--- src/rtl/bsd_pkg.sv ---
package bsd_pkg;

    localparam int CYC_W = 2;

    typedef enum logic [2:0] {
        OP_SEQ   = 3'd0,
        OP_BRBIT = 3'd1,
        OP_BRSGN = 3'd2,
        OP_SKIP  = 3'd3,
        OP_RJMP  = 3'd4,
        OP_IJMP  = 3'd5,
        OP_JMP   = 3'd6,
        OP_RSVD  = 3'd7
    } op_e;

    typedef enum logic [1:0] {
        SK_EQ   = 2'd0,
        SK_CLR  = 2'd1,
        SK_SET  = 2'd2,
        SK_NONE = 2'd3
    } skip_mode_e;

    localparam int N_BIT = 2;
    localparam int V_BIT = 3;

endpackage

--- src/rtl/bsd_cond.sv ---
module bsd_cond
    import bsd_pkg::*;
#(
    parameter int SREG_W = 8,
    localparam int SEL_W = $clog2(SREG_W)
) (
    input  logic [2:0]        op_i,
    input  logic [SREG_W-1:0] sreg_i,
    input  logic [SEL_W-1:0]  sel_i,
    input  logic              pol_i,
    input  logic [1:0]        skip_mode_i,
    input  logic              eq_i,
    input  logic              tbit_i,
    output logic              cond_o
);

    logic sgn_lt;
    logic skip_hit;

    assign sgn_lt = sreg_i[N_BIT] ^ sreg_i[V_BIT];

    always_comb begin
        unique case (skip_mode_e'(skip_mode_i))
            SK_EQ:   skip_hit = eq_i;
            SK_CLR:  skip_hit = ~tbit_i;
            SK_SET:  skip_hit = tbit_i;
            default: skip_hit = 1'b0;
        endcase
    end

    always_comb begin
        unique case (op_e'(op_i))
            OP_BRBIT: cond_o = (sreg_i[sel_i] == pol_i);
            OP_BRSGN: cond_o = (sgn_lt == pol_i);
            OP_SKIP:  cond_o = skip_hit;
            default:  cond_o = 1'b0;
        endcase
    end

endmodule

--- src/rtl/bsd_target.sv ---
module bsd_target #(
    parameter int PC_W  = 16,
    parameter int BR_W  = 7,
    parameter int RJ_W  = 12
) (
    input  logic [PC_W-1:0] pc_i,
    input  logic [RJ_W-1:0] offset_i,
    output logic [PC_W-1:0] step_pc_o,
    output logic [PC_W-1:0] br_pc_o,
    output logic [PC_W-1:0] rj_pc_o,
    output logic [PC_W-1:0] skip1_pc_o,
    output logic [PC_W-1:0] skip2_pc_o
);

    logic [PC_W-1:0] br_ext;
    logic [PC_W-1:0] rj_ext;

    assign br_ext = {{(PC_W-BR_W){offset_i[BR_W-1]}}, offset_i[BR_W-1:0]};
    assign rj_ext = {{(PC_W-RJ_W){offset_i[RJ_W-1]}}, offset_i};

    assign step_pc_o  = pc_i + PC_W'(1);
    assign skip1_pc_o = pc_i + PC_W'(2);
    assign skip2_pc_o = pc_i + PC_W'(3);
    assign br_pc_o    = step_pc_o + br_ext;
    assign rj_pc_o    = step_pc_o + rj_ext;

endmodule

--- src/rtl/bsd_unit.sv ---
module bsd_unit
    import bsd_pkg::*;
#(
    parameter int PC_W   = 16,
    parameter int SREG_W = 8,
    parameter int BR_W   = 7,
    parameter int RJ_W   = 12,
    localparam int SEL_W = $clog2(SREG_W)
) (
    input  logic              clk_i,
    input  logic              rst_i,
    input  logic [PC_W-1:0]   pc_i,
    input  logic [2:0]        op_i,
    input  logic [RJ_W-1:0]   offset_i,
    input  logic [PC_W-1:0]   target_i,
    input  logic [SEL_W-1:0]  sel_i,
    input  logic              pol_i,
    input  logic [SREG_W-1:0] sreg_i,
    input  logic [1:0]        skip_mode_i,
    input  logic              eq_i,
    input  logic              tbit_i,
    input  logic              two_word_i,
    output logic [PC_W-1:0]   next_pc_o,
    output logic              taken_o,
    output logic [CYC_W-1:0]  cycles_o
);

    typedef struct packed {
        logic [PC_W-1:0]  pc;
        logic             taken;
        logic [CYC_W-1:0] cycles;
        logic             primed;
    } res_t;

    res_t res_d, res_q;

    logic            cond;
    logic [PC_W-1:0] step_pc, br_pc, rj_pc, skip1_pc, skip2_pc;

    bsd_cond #(.SREG_W(SREG_W)) cond_i (
        .op_i        (op_i),
        .sreg_i      (sreg_i),
        .sel_i       (sel_i),
        .pol_i       (pol_i),
        .skip_mode_i (skip_mode_i),
        .eq_i        (eq_i),
        .tbit_i      (tbit_i),
        .cond_o      (cond)
    );

    bsd_target #(.PC_W(PC_W), .BR_W(BR_W), .RJ_W(RJ_W)) target_i_u (
        .pc_i       (pc_i),
        .offset_i   (offset_i),
        .step_pc_o  (step_pc),
        .br_pc_o    (br_pc),
        .rj_pc_o    (rj_pc),
        .skip1_pc_o (skip1_pc),
        .skip2_pc_o (skip2_pc)
    );

    always_comb begin
        res_d        = '0;
        res_d.primed = 1'b1;
        res_d.pc     = step_pc;
        res_d.cycles = CYC_W'(1);
        unique case (op_e'(op_i))
            OP_BRBIT, OP_BRSGN: begin
                if (cond) begin
                    res_d.pc     = br_pc;
                    res_d.taken  = 1'b1;
                    res_d.cycles = CYC_W'(2);
                end
            end
            OP_SKIP: begin
                if (cond) begin
                    res_d.taken  = 1'b1;
                    res_d.pc     = two_word_i ? skip2_pc : skip1_pc;
                    res_d.cycles = two_word_i ? CYC_W'(3) : CYC_W'(2);
                end
            end
            OP_RJMP: begin
                res_d.pc     = rj_pc;
                res_d.taken  = 1'b1;
                res_d.cycles = CYC_W'(2);
            end
            OP_IJMP: begin
                res_d.pc     = target_i;
                res_d.taken  = 1'b1;
                res_d.cycles = CYC_W'(2);
            end
            OP_JMP: begin
                res_d.pc     = target_i;
                res_d.taken  = 1'b1;
                res_d.cycles = CYC_W'(3);
            end
            default: ;
        endcase
    end

    always_ff @(posedge clk_i) begin
        if (rst_i) res_q <= '0;
        else       res_q <= res_d;
    end

    assign next_pc_o = res_q.pc;
    assign taken_o   = res_q.taken;
    assign cycles_o  = res_q.cycles;

    AST_RESET_CLEAR: assert property (@(posedge clk_i)
        $past(rst_i) |-> (next_pc_o == '0 && !taken_o && cycles_o == '0));

    AST_FALLTHROUGH_STEP: assert property (@(posedge clk_i) disable iff (rst_i)
        (res_q.primed && !taken_o) |-> (next_pc_o == $past(pc_i) + PC_W'(1) && cycles_o == CYC_W'(1)));

    AST_BRANCH_TWO_CYC: assert property (@(posedge clk_i) disable iff (rst_i)
        (res_q.primed && taken_o && ($past(op_i) == 3'(OP_BRBIT) || $past(op_i) == 3'(OP_BRSGN)))
        |-> cycles_o == CYC_W'(2));

    AST_SKIP_LENGTH: assert property (@(posedge clk_i) disable iff (rst_i)
        (res_q.primed && taken_o && $past(op_i) == 3'(OP_SKIP))
        |-> (next_pc_o == $past(pc_i) + ($past(two_word_i) ? PC_W'(3) : PC_W'(2))));

    AST_ABS_JUMP: assert property (@(posedge clk_i) disable iff (rst_i)
        (res_q.primed && $past(op_i) == 3'(OP_JMP))
        |-> (next_pc_o == $past(target_i) && taken_o && cycles_o == CYC_W'(3)));

    AST_CYC_RANGE: assert property (@(posedge clk_i) disable iff (rst_i)
        res_q.primed |-> (cycles_o != '0));

endmodule

--- config.mk ---
export PLATFORM = sky130hd
export DESIGN_NAME = bsd_unit
export DESIGN_NICKNAME = d
export VERILOG_FILES = /design/src/rtl/bsd_pkg.sv /design/src/rtl/bsd_cond.sv /design/src/rtl/bsd_target.sv /design/src/rtl/bsd_unit.sv
export SDC_FILE = /design/constraint.sdc
export NUM_CORES = 1
export LEC_CHECK = 0
export CORE_ASPECT_RATIO = 1.25
export CORE_MARGIN = 2
export CORE_UTILIZATION = 40
export DETAILED_ROUTE_END_ITERATION = 7
export PLACE_DENSITY = 0.68
export SLEW_MARGIN = 20
export SYNTH_ARGS = -nofsm -noshare
export SYNTH_HDL_FRONTEND = slang
export SYNTH_SLANG_ARGS = --single-unit
--- constraint.sdc ---
create_clock -name clk_i -period 5.6 [get_ports clk_i]
set_input_delay 1.12 -clock clk_i [delete_from_list [all_inputs] [get_ports clk_i]]
set_output_delay 1.12 -clock clk_i [all_outputs]
set_load 0.05 [all_outputs]
==> flow_results.xml, run 1 <==
<?xml version="1.0" encoding="UTF-8"?>
<metrics>
  <group name="outcome">
    <metric name="status" unit="">finished clean</metric>
  </group>
  <group name="sta">
    <metric name="final_period_minus_worst_setup_slack" unit="ns">4.75</metric>
    <metric name="fin_setup_tns" unit="ns">0</metric>
    <metric name="grt_setup_unrepaired" unit="">no</metric>
    <metric name="timing.slew.headroom" unit="">0.346</metric>
    <metric name="hold_violations" unit="">0</metric>
    <metric name="finalCritPeriodShare" unit="">0.849</metric>
    <metric name="final.setup.worst_slack" unit="ns">0.848</metric>
    <metric name="report.final.slew_viol_count" unit="">0</metric>
    <metric name="finalSetupViolations" unit="">0</metric>
    <metric name="transition_time_at_the_pin_with_the_least_slew_margin" unit="ns">0.978</metric>
    <metric name="fmax" unit="GHz">0.210</metric>
  </group>
  <group name="place">
    <metric name="place.gp.congestion" unit="">0.919</metric>
    <metric name="place_ws" unit="ns">0.639</metric>
    <metric name="numPortBuffers" unit="">84</metric>
    <metric name="hpwl" unit="um">9060</metric>
    <metric name="instance_count_after_placement_with_tap_cells_included" unit="">599</metric>
  </group>
  <group name="cells_and_area">
    <metric name="antenna-diode-count" unit="">0</metric>
    <metric name="finalCoreUtilization" unit="">0.535</metric>
    <metric name="layout-area-overhead-vs-synth" unit="%">29.7</metric>
    <metric name="nNetsFinal" unit="">606</metric>
    <metric name="fin_cells" unit="">603</metric>
    <metric name="final_common_cell" unit="">clkdlybuf4s50_1</metric>
    <metric name="layout_common_cells" unit="">clkdlybuf4s50_1 (84), nand2_1 (40), nor2_1 (38)</metric>
    <metric name="post_route_cells_drive_above_1_share" unit="">0.0531</metric>
  </group>
  <group name="critical_path">
    <metric name="worst-endpoint-required" unit="ns">5.82</metric>
    <metric name="critPathMaxFanout" unit="">8</metric>
    <metric name="crit_path_max_incr_delay" unit="ns">0.66</metric>
    <metric name="crit_slowest_cell" unit="">a2111oi_0</metric>
    <metric name="cp_endpoint_kind" unit="">flop</metric>
    <metric name="path_common_cell" unit="">ha_1</metric>
    <metric name="setup.worst_path.class" unit="">input pin to flop</metric>
    <metric name="capture_point_of_the_critical_path" unit="">next_pc_o[10]$_SDFF_PP0_</metric>
    <metric name="worst_setup_path_startpoint" unit="">pc_i[0]</metric>
    <metric name="timing.critical_path.from_type" unit="">input pin</metric>
    <metric name="ordered_list_of_cells_on_the_worst_path" unit="">clkdlybuf4s50_1, ha_1, nand3_1, nor2_1, xor2_1, ha_1, or2_2, a21o_1, a41oi_1, xnor2_1, a22oi_1, a2111oi_0, a41o_1</metric>
    <metric name="cp_data_arrival_time" unit="ns">4.97</metric>
  </group>
  <group name="cts">
    <metric name="cts.sinks" unit="">18</metric>
    <metric name="clk_transition_reported_paths" unit="ns">0.10</metric>
    <metric name="tritoncts" unit="">built</metric>
    <metric name="cts.hold.buffers_added" unit="">0</metric>
    <metric name="post_cts_buffers" unit="">0</metric>
    <metric name="cts-buffers-inserted" unit="">3</metric>
    <metric name="cts_root_buffer" unit="">clkbuf_8</metric>
    <metric name="cts_htree_levels" unit="">1</metric>
    <metric name="maximum_clock_path_buffer_count" unit="">2</metric>
    <metric name="cts_resized" unit="">0</metric>
  </group>
  <group name="routing">
    <metric name="drt_wl_total" unit="um">11600</metric>
    <metric name="detail_route.iter0.violations" unit="">371</metric>
    <metric name="routed-wl-met3" unit="um">860</metric>
    <metric name="route.detailed.vias_per_inst" unit="">6.19</metric>
    <metric name="antenna_left" unit="">0</metric>
    <metric name="detail_route.drc_violations" unit="">0</metric>
    <metric name="routedWlPerCell" unit="um">19.2</metric>
    <metric name="drtPass1Iterations" unit="">6</metric>
    <metric name="vias" unit="">3731</metric>
    <metric name="wl_met2" unit="um">5640</metric>
    <metric name="max_used_layer" unit="">met4</metric>
    <metric name="routedLengthMet1" unit="um">4480</metric>
  </group>
  <group name="power">
    <metric name="cellLeakagePower" unit="nW">1.66</metric>
    <metric name="powerDensity" unit="mW/mm^2">172</metric>
    <metric name="finalPower" unit="uW">715</metric>
    <metric name="irDropWorstVdd" unit="V">0.000115</metric>
  </group>
  <group name="grt">
    <metric name="grt_start_max_net_pins" unit="">30</metric>
    <metric name="grt_pass1_wl" unit="um">18100</metric>
    <metric name="global_route.usage.total" unit="">0.256</metric>
    <metric name="antenna_violations_before_repair" unit="">0</metric>
    <metric name="grt-ovfl-total" unit="">0</metric>
    <metric name="grt_pass1_vias" unit="">3549</metric>
  </group>
  <group name="die">
    <metric name="dieArea" unit="mm^2">0.00877</metric>
    <metric name="core_area" unit="mm^2">0.00779</metric>
    <metric name="floorplan.io_pins" unit="">85</metric>
    <metric name="die-width" unit="um">84.2</metric>
    <metric name="die_height" unit="um">104</metric>
    <metric name="initial_core_util" unit="">0.412</metric>
    <metric name="placementRows" unit="">36</metric>
  </group>
  <group name="synth">
    <metric name="ys_ff_latch" unit="">18</metric>
    <metric name="ys_async_sr_fraction" unit="">0</metric>
    <metric name="dominantRegCellSynth" unit="">dfxtp_1</metric>
    <metric name="syn-mean-instance-area" unit="um^2">7.34</metric>
    <metric name="synth_area" unit="mm^2">0.00321</metric>
    <metric name="yosysWarnings" unit="">0</metric>
    <metric name="synthCells" unit="">438</metric>
    <metric name="synth.net_count" unit="">535</metric>
    <metric name="synth_edf_count" unit="">0</metric>
    <metric name="synth_cell_type_count" unit="">71</metric>
    <metric name="synth_seq_area_share" unit="">0.112</metric>
  </group>
  <group name="min_path">
    <metric name="min_path_type" unit="">input pin to flop</metric>
  </group>
  <group name="run">
    <metric name="number_of_max_cap_violations" unit="">0</metric>
  </group>
</metrics>
## power by group
group          internal (mW)  switching (mW)
clock                 0.0629          0.0622
combinational          0.184           0.259
sequential             0.142         0.00480
## how the worst min path moves through the flow
stage	start	depth (start not counted)	endpoint	slack, ns
5_1_grt	pc_i[0]	2	next_pc_o[0]$_SDFF_PP0_	1.69
3_3_place_gp	pc_i[0]	2	next_pc_o[0]$_SDFF_PP0_	1.90
6_report	pc_i[0]	2	next_pc_o[0]$_SDFF_PP0_	1.62
4_1_cts	pc_i[0]	2	next_pc_o[0]$_SDFF_PP0_	1.63
2_1_floorplan	pc_i[0]	1	next_pc_o[0]$_SDFF_PP0_	1.21
3_5_place_dp	pc_i[0]	2	next_pc_o[0]$_SDFF_PP0_	1.91
## cell families after synthesis
kind of cell             Yosys count  synth area share
XOR/XNOR                          49             0.138
adder cells (fa/ha/maj)           38             0.145
AO/OA/AOI/OAI                    142             0.303
AND/OR/NAND/NOR                  144             0.211
multiplexers                      11            0.0459
flip-flops                        18             0.112
buffers and inverters             36            0.0448
## sequential cells by signal, summed over array words and instances (netlist names)
register,flops
next_pc_o,16
cycles_o,1
taken_o,1
## Yosys cell counts, types with 3 or more instances
| master | number | area, um^2 |
|---|---|---|
| a22oi_1 | 5 | 37.5 |
| a311oi_1 | 3 | 26.3 |
| mux2i_1 | 7 | 70.1 |
| clkbuf_1 | 14 | 52.6 |
| or2_2 | 4 | 25.0 |
| buf_1 | 3 | 11.3 |
| a21oi_1 | 34 | 170 |
| o211ai_1 | 3 | 22.5 |
| inv_1 | 14 | 52.6 |
| dfxtp_1 | 18 | 360 |
| nand4_1 | 6 | 37.5 |
| o22ai_1 | 5 | 31.3 |
| and3_1 | 5 | 31.3 |
| a211oi_1 | 6 | 45.0 |
| or3_1 | 3 | 18.8 |
| xnor2_1 | 28 | 245 |
| nor3_1 | 19 | 95.1 |
| nand3_1 | 17 | 85.1 |
| o21ai_0 | 26 | 130 |
| xor2_1 | 20 | 175 |
| buf_2 | 3 | 15.0 |
| a21o_1 | 12 | 90.1 |
| nor2_1 | 38 | 143 |
| nand2_1 | 40 | 150 |
| a221oi_1 | 4 | 35.0 |
| a2111oi_0 | 3 | 26.3 |
| ha_1 | 30 | 375 |
| o21a_1 | 6 | 45.0 |
| o21ai_1 | 3 | 15.0 |
| a31oi_1 | 3 | 18.8 |
| maj3_1 | 6 | 60.1 |
## critical path, delay by kind of cell
kind	cells	cell delay, ns
compound gates	5	1.44
simple gates	3	0.76
buf+inv	1	0.62
fa+ha+maj	2	0.55
xor+xnor	2	0.47
## metrics by stage
| step | cell area (um^2) | hold WS (ns) |
|---|---|---|
| final | 4170 | 1.62 |
| after global routing | 4170 | 1.69 |
| after CTS | 4170 | 1.63 |
| after detailed placement | 4110 | 1.91 |
| after global placement | 4110 | 1.90 |
| after floorplan | 3210 | 1.21 |
## per-layer routing
| layer | track usage | up-vias |
|---|---|---|
| met5 | 0 | - |
| met4 | 0.111 | 0 |
| met3 | 0.0349 | 47 |
| met2 | 0.444 | 191 |
| met1 | 0.313 | 1724 |
| li1 | - | 1769 |
## final cells by class
| type | instances | area, um^2 |
|---|---|---|
| Tap cell | 95 | 119 |
| Multi-Input combinational cell | 384 | 2710 |
| Fill cell | 777 | 3630 |
| Inverter | 14 | 52.6 |
| Sequential cell | 18 | 360 |
| Timing Repair Buffer | 88 | 871 |
| Clock buffer | 4 | 55.1 |
(Power assumes the default switching activity.)
==> run 2: changes to the inputs <==
==> constraint.sdc (replaced) <==
create_clock -name clk_i -period 4.9 [get_ports clk_i]
set_input_delay 0.98 -clock clk_i [delete_from_list [all_inputs] [get_ports clk_i]]
set_output_delay 0.98 -clock clk_i [all_outputs]
set_load 0.05 [all_outputs]
==> flow_results.xml, run 2 (synthesized netlist as in run 1, its figures left out) <==
<?xml version="1.0" encoding="UTF-8"?>
<metrics>
  <group name="critical_path">
    <metric name="timing.critical_path.from_type" unit="">input pin</metric>
    <metric name="worst-endpoint-required" unit="ns">5.01</metric>
    <metric name="cp_endpoint_kind" unit="">flop</metric>
    <metric name="cp_data_arrival_time" unit="ns">4.63</metric>
    <metric name="crit_path_max_incr_delay" unit="ns">0.59</metric>
    <metric name="setup.worst_path.class" unit="">input pin to flop</metric>
    <metric name="ordered_list_of_cells_on_the_worst_path" unit="">clkdlybuf4s50_1, ha_1, nand3_1, nor2_2, nand3_1, xor2_2, inv_1, ha_1, nand3_1, or2_2, a31o_2, a21boi_0, or4b_1, nand3_1, o21ai_1, o41ai_1</metric>
    <metric name="crit_slowest_cell" unit="">clkdlybuf4s50_1</metric>
    <metric name="path_common_cell" unit="">nand3_1</metric>
    <metric name="critPathMaxFanout" unit="">6</metric>
  </group>
  <group name="cts">
    <metric name="tritoncts" unit="">built</metric>
    <metric name="cts.hold.buffers_added" unit="">0</metric>
    <metric name="maximum_clock_path_buffer_count" unit="">2</metric>
    <metric name="cts_htree_levels" unit="">1</metric>
    <metric name="cts.sinks" unit="">18</metric>
    <metric name="cts-buffers-inserted" unit="">3</metric>
    <metric name="cts_root_buffer" unit="">clkbuf_8</metric>
    <metric name="post_cts_buffers" unit="">0</metric>
    <metric name="clk_transition_reported_paths" unit="ns">0.08</metric>
  </group>
  <group name="cells_and_area">
    <metric name="antenna-diode-count" unit="">0</metric>
    <metric name="final_common_cell" unit="">clkdlybuf4s50_1</metric>
    <metric name="largest_register_ff_count" unit="">16</metric>
    <metric name="layout_common_cells" unit="">clkdlybuf4s50_1 (84), nand2_1 (40), nor2_1 (37)</metric>
    <metric name="nNetsFinal" unit="">614</metric>
    <metric name="post_route_cells_drive_above_1_share" unit="">0.0699</metric>
    <metric name="design_area" unit="mm^2">0.00422</metric>
    <metric name="layout-area-overhead-vs-synth" unit="%">31.4</metric>
    <metric name="finalCoreUtilization" unit="">0.542</metric>
    <metric name="fin_cells" unit="">610</metric>
  </group>
  <group name="sta">
    <metric name="final_period_minus_worst_setup_slack" unit="ns">4.52</metric>
    <metric name="grt_setup_unrepaired" unit="">no</metric>
    <metric name="fin_setup_tns" unit="ns">0</metric>
    <metric name="final.setup.worst_slack" unit="ns">0.383</metric>
    <metric name="worst_hold_slack" unit="ns">1.45</metric>
    <metric name="fmax" unit="GHz">0.221</metric>
    <metric name="finalSetupViolations" unit="">0</metric>
    <metric name="timing.slew.headroom" unit="">0.338</metric>
    <metric name="hold_violations" unit="">0</metric>
    <metric name="finalCritPeriodShare" unit="">0.922</metric>
    <metric name="transition_time_at_the_pin_with_the_least_slew_margin" unit="ns">0.989</metric>
    <metric name="report.final.slew_viol_count" unit="">0</metric>
  </group>
  <group name="place">
    <metric name="numPortBuffers" unit="">84</metric>
    <metric name="hpwl" unit="um">9380</metric>
    <metric name="instance_count_after_placement_with_tap_cells_included" unit="">607</metric>
    <metric name="place.gp.congestion" unit="">0.976</metric>
    <metric name="dpl_cell_area" unit="mm^2">0.00417</metric>
    <metric name="place_ws" unit="ns">0.104</metric>
  </group>
  <group name="grt">
    <metric name="grt_pass1_vias" unit="">3613</metric>
    <metric name="grt-ovfl-total" unit="">0</metric>
    <metric name="global_route.usage.total" unit="">0.258</metric>
    <metric name="grt_start_max_net_pins" unit="">30</metric>
    <metric name="grt_pass1_wl" unit="um">17900</metric>
    <metric name="antenna_violations_before_repair" unit="">0</metric>
  </group>
  <group name="power">
    <metric name="powerDensity" unit="mW/mm^2">188</metric>
    <metric name="irDropWorstVdd" unit="V">0.000101</metric>
    <metric name="cellLeakagePower" unit="nW">1.70</metric>
    <metric name="finalPower" unit="uW">796</metric>
  </group>
  <group name="outcome">
    <metric name="status" unit="">finished clean</metric>
  </group>
  <group name="routing">
    <metric name="routedWlPerCell" unit="um">18.9</metric>
    <metric name="drt_wl_total" unit="um">11500</metric>
    <metric name="vias" unit="">3713</metric>
    <metric name="drtPass1Iterations" unit="">5</metric>
    <metric name="antenna_left" unit="">0</metric>
    <metric name="detail_route.drc_violations" unit="">0</metric>
    <metric name="route.detailed.vias_per_inst" unit="">6.09</metric>
    <metric name="detail_route.iter0.violations" unit="">245</metric>
  </group>
  <group name="die">
    <metric name="die-width" unit="um">84.2</metric>
    <metric name="placementRows" unit="">36</metric>
    <metric name="die_height" unit="um">104</metric>
    <metric name="dieArea" unit="mm^2">0.00877</metric>
    <metric name="floorplan.io_pins" unit="">85</metric>
    <metric name="initial_core_util" unit="">0.412</metric>
    <metric name="core_area" unit="mm^2">0.00779</metric>
  </group>
  <group name="min_path">
    <metric name="min_path_type" unit="">input pin to flop</metric>
    <metric name="whs_path_depth" unit="">2</metric>
  </group>
  <group name="run">
    <metric name="number_of_max_cap_violations" unit="">0</metric>
  </group>
</metrics>
run 2: layer usage:
metal  GRT usage  share of wire
met5           0              0
met4       0.124          0.052
met3      0.0238          0.048
met2       0.461           0.50
met1       0.303           0.40
run 2: worst paths after layout:
kind / slack [ns] / from / end
worst max-delay path: 0.38 / pc_i[0] / next_pc_o[15]$_SDFF_PP0_
worst min-delay path: 1.45 / pc_i[0] / next_pc_o[0]$_SDFF_PP0_
run 2: final cells by class:
| type | count | area (um^2) |
|---|---|---|
| fillers | 770 | 3570 |
| multi-input cells | 384 | 2720 |
| repair buffers | 96 | 931 |
| flip-flops and latches | 18 | 360 |
| well taps | 95 | 119 |
| inverters | 14 | 52.6 |
| clock buffers | 3 | 41.3 |
run 2: power by group:
part	total [mW]	internal, mW	switching [mW]
Clock	0.117	0.0550	0.0617
Sequential	0.168	0.162	0.00523
Combinational	0.511	0.216	0.296
Total	0.796	0.433	0.362
run 2: worst max-delay path, delay by kind of cell:
family	cells	cell delay, ns
simple gates	7	1.30
compound gates	4	0.81
buf+inv	2	0.70
fa+ha+maj	2	0.60
xor+xnor	1	0.22
run 2: repair_timing:
| action | 4_1_cts | 5_1_grt |
|---|---|---|
| resized for setup | 0 | 2 |
| endpoints found under the setup margin | 0 | 2 |
| endpoints found under the hold margin | 0 | 0 |
==> run 3: changes to the inputs <==
==> constraint.sdc (replaced) <==
create_clock -name clk_i -period 5.8 [get_ports clk_i]
set_input_delay 1.16 -clock clk_i [delete_from_list [all_inputs] [get_ports clk_i]]
set_output_delay 1.16 -clock clk_i [all_outputs]
set_load 0.02 [all_outputs]
==> flow_results.xml, run 3 (synthesized netlist as in run 1, its figures left out) <==
<?xml version="1.0" encoding="UTF-8"?>
<metrics>
  <group name="cells_and_area">
    <metric name="fin_cells" unit="">602</metric>
    <metric name="layout-area-overhead-vs-synth" unit="%">29.2</metric>
    <metric name="largest_register_ff_count" unit="">16</metric>
    <metric name="fillerInstances" unit="">797</metric>
    <metric name="nNetsFinal" unit="">606</metric>
    <metric name="antenna-diode-count" unit="">0</metric>
    <metric name="finalCoreUtilization" unit="">0.533</metric>
    <metric name="post_route_cells_drive_above_1_share" unit="">0.0513</metric>
    <metric name="final_common_cell" unit="">clkdlybuf4s50_1</metric>
    <metric name="layout_common_cells" unit="">clkdlybuf4s50_1 (84), nand2_1 (40), nor2_1 (38)</metric>
  </group>
  <group name="sta">
    <metric name="hold_violations" unit="">0</metric>
    <metric name="finalCritPeriodShare" unit="">0.826</metric>
    <metric name="fmax" unit="GHz">0.209</metric>
    <metric name="finalSetupViolations" unit="">0</metric>
    <metric name="report.final.slew_viol_count" unit="">0</metric>
    <metric name="final_period_minus_worst_setup_slack" unit="ns">4.79</metric>
    <metric name="transition_time_at_the_pin_with_the_least_slew_margin" unit="ns">1.06</metric>
    <metric name="timing.slew.headroom" unit="">0.294</metric>
    <metric name="worst_hold_slack" unit="ns">1.66</metric>
    <metric name="grt_setup_unrepaired" unit="">no</metric>
    <metric name="fin_setup_tns" unit="ns">0</metric>
    <metric name="final.setup.worst_slack" unit="ns">1.01</metric>
  </group>
  <group name="routing">
    <metric name="detail_route.drc_violations" unit="">0</metric>
    <metric name="route.detailed.vias_per_inst" unit="">6.12</metric>
    <metric name="vias" unit="">3683</metric>
    <metric name="detail_route.iter0.violations" unit="">336</metric>
    <metric name="drtPass1Iterations" unit="">7</metric>
    <metric name="routedWlPerCell" unit="um">19.7</metric>
    <metric name="drt_wl_total" unit="um">11900</metric>
    <metric name="antenna_left" unit="">0</metric>
  </group>
  <group name="die">
    <metric name="die-width" unit="um">84.2</metric>
    <metric name="core_area" unit="mm^2">0.00779</metric>
    <metric name="dieArea" unit="mm^2">0.00877</metric>
    <metric name="die_height" unit="um">104</metric>
    <metric name="floorplan.io_pins" unit="">85</metric>
    <metric name="placementRows" unit="">36</metric>
    <metric name="initial_core_util" unit="">0.412</metric>
  </group>
  <group name="place">
    <metric name="numPortBuffers" unit="">84</metric>
    <metric name="place_ws" unit="ns">0.798</metric>
    <metric name="place.gp.congestion" unit="">1.00</metric>
    <metric name="instance_count_after_placement_with_tap_cells_included" unit="">599</metric>
    <metric name="hpwl" unit="um">9280</metric>
  </group>
  <group name="critical_path">
    <metric name="crit_cells" unit="">13</metric>
    <metric name="cpLargestDelayFamily" unit="">compound AO/OA/AOI/OAI gates</metric>
    <metric name="cp_data_arrival_time" unit="ns">5.01</metric>
    <metric name="cp.buffers_inverters" unit="">1</metric>
    <metric name="setup.worst_path.class" unit="">input pin to flop</metric>
    <metric name="crit_path_max_incr_delay" unit="ns">0.62</metric>
    <metric name="worst_setup_path_startpoint" unit="">pc_i[0]</metric>
    <metric name="ordered_list_of_cells_on_the_worst_path" unit="">clkdlybuf4s50_1, ha_1, nand3_1, nor2_1, xor2_1, ha_1, or2_2, a21o_1, a41oi_1, xnor2_1, a22oi_1, a2111oi_0, a41o_1</metric>
    <metric name="cp_endpoint_kind" unit="">flop</metric>
    <metric name="worst-endpoint-required" unit="ns">6.02</metric>
    <metric name="path_common_cell" unit="">ha_1</metric>
    <metric name="crit_slowest_cell" unit="">clkdlybuf4s50_1</metric>
    <metric name="critPathMaxFanout" unit="">8</metric>
    <metric name="timing.critical_path.from_type" unit="">input pin</metric>
  </group>
  <group name="cts">
    <metric name="maximum_clock_path_buffer_count" unit="">2</metric>
    <metric name="post_cts_buffers" unit="">0</metric>
    <metric name="cts_root_buffer" unit="">clkbuf_8</metric>
    <metric name="cts_htree_levels" unit="">1</metric>
    <metric name="cts.sinks" unit="">18</metric>
    <metric name="tritoncts" unit="">built</metric>
    <metric name="cts-buffers-inserted" unit="">3</metric>
    <metric name="cts.hold.buffers_added" unit="">0</metric>
    <metric name="cts_resized" unit="">0</metric>
    <metric name="clk_transition_reported_paths" unit="ns">0.09</metric>
  </group>
  <group name="power">
    <metric name="powerDensity" unit="mW/mm^2">155</metric>
    <metric name="irDropWorstVdd" unit="V">0.000107</metric>
    <metric name="cellLeakagePower" unit="nW">1.66</metric>
  </group>
  <group name="grt">
    <metric name="grt_pass1_wl" unit="um">18400</metric>
    <metric name="grt-ovfl-total" unit="">0</metric>
    <metric name="grt_start_max_net_pins" unit="">31</metric>
    <metric name="global_route.usage.total" unit="">0.263</metric>
    <metric name="antenna_violations_before_repair" unit="">0</metric>
    <metric name="grt_pass1_vias" unit="">3516</metric>
  </group>
  <group name="min_path">
    <metric name="whs_path_depth" unit="">2</metric>
    <metric name="min_path_type" unit="">input pin to flop</metric>
    <metric name="timing.hold.worst.start" unit="">pc_i[0]</metric>
  </group>
  <group name="outcome">
    <metric name="status" unit="">finished clean</metric>
  </group>
  <group name="run">
    <metric name="number_of_max_cap_violations" unit="">0</metric>
  </group>
</metrics>
-- run 3: cell count changes in the layout (fill, tap and decap cells not counted), sizes merged --
cell  delta
buf      -8
-- run 3: power by group --
part           switching (mW)  internal [mW]
Sequential            0.00529          0.137
Clock                  0.0565         0.0467
Combinational           0.218          0.178
Total                   0.280          0.362
-- run 3: worst paths after layout --
kind	endpoint
worst max-delay path	next_pc_o[10]$_SDFF_PP0_
worst min-delay path	next_pc_o[0]$_SDFF_PP0_
-- run 3: metrics by stage --
| step | cell area, um^2 | power, mW |
|---|---|---|
| floorplan | 3210 | 0.386 |
| detailed placement | 4110 | 0.535 |
| global placement | 4110 | 0.530 |
| finish | 4150 | 0.642 |
| global route | 4150 | 0.675 |
| CTS | 4150 | 0.634 |
-- run 3: layout make-up --
type / count / area (um^2) / share of cell area
inverters: 14 / 52.6 / 0.0127
well taps: 95 / 119 / 0.0286
repair buffers: 88 / 871 / 0.210
multi-input cells: 384 / 2710 / 0.652
flip-flops and latches: 18 / 360 / 0.0868
clock buffers: 3 / 41.3 / 0.00994
-- run 3: metal layers --
layer  GRT usage  up-vias  share of wire
met2       0.454      174           0.50
li1            -     1778              -
met5           0        -              0
met4       0.121        0          0.040
met1       0.328     1702           0.40
met3      0.0222       29          0.062
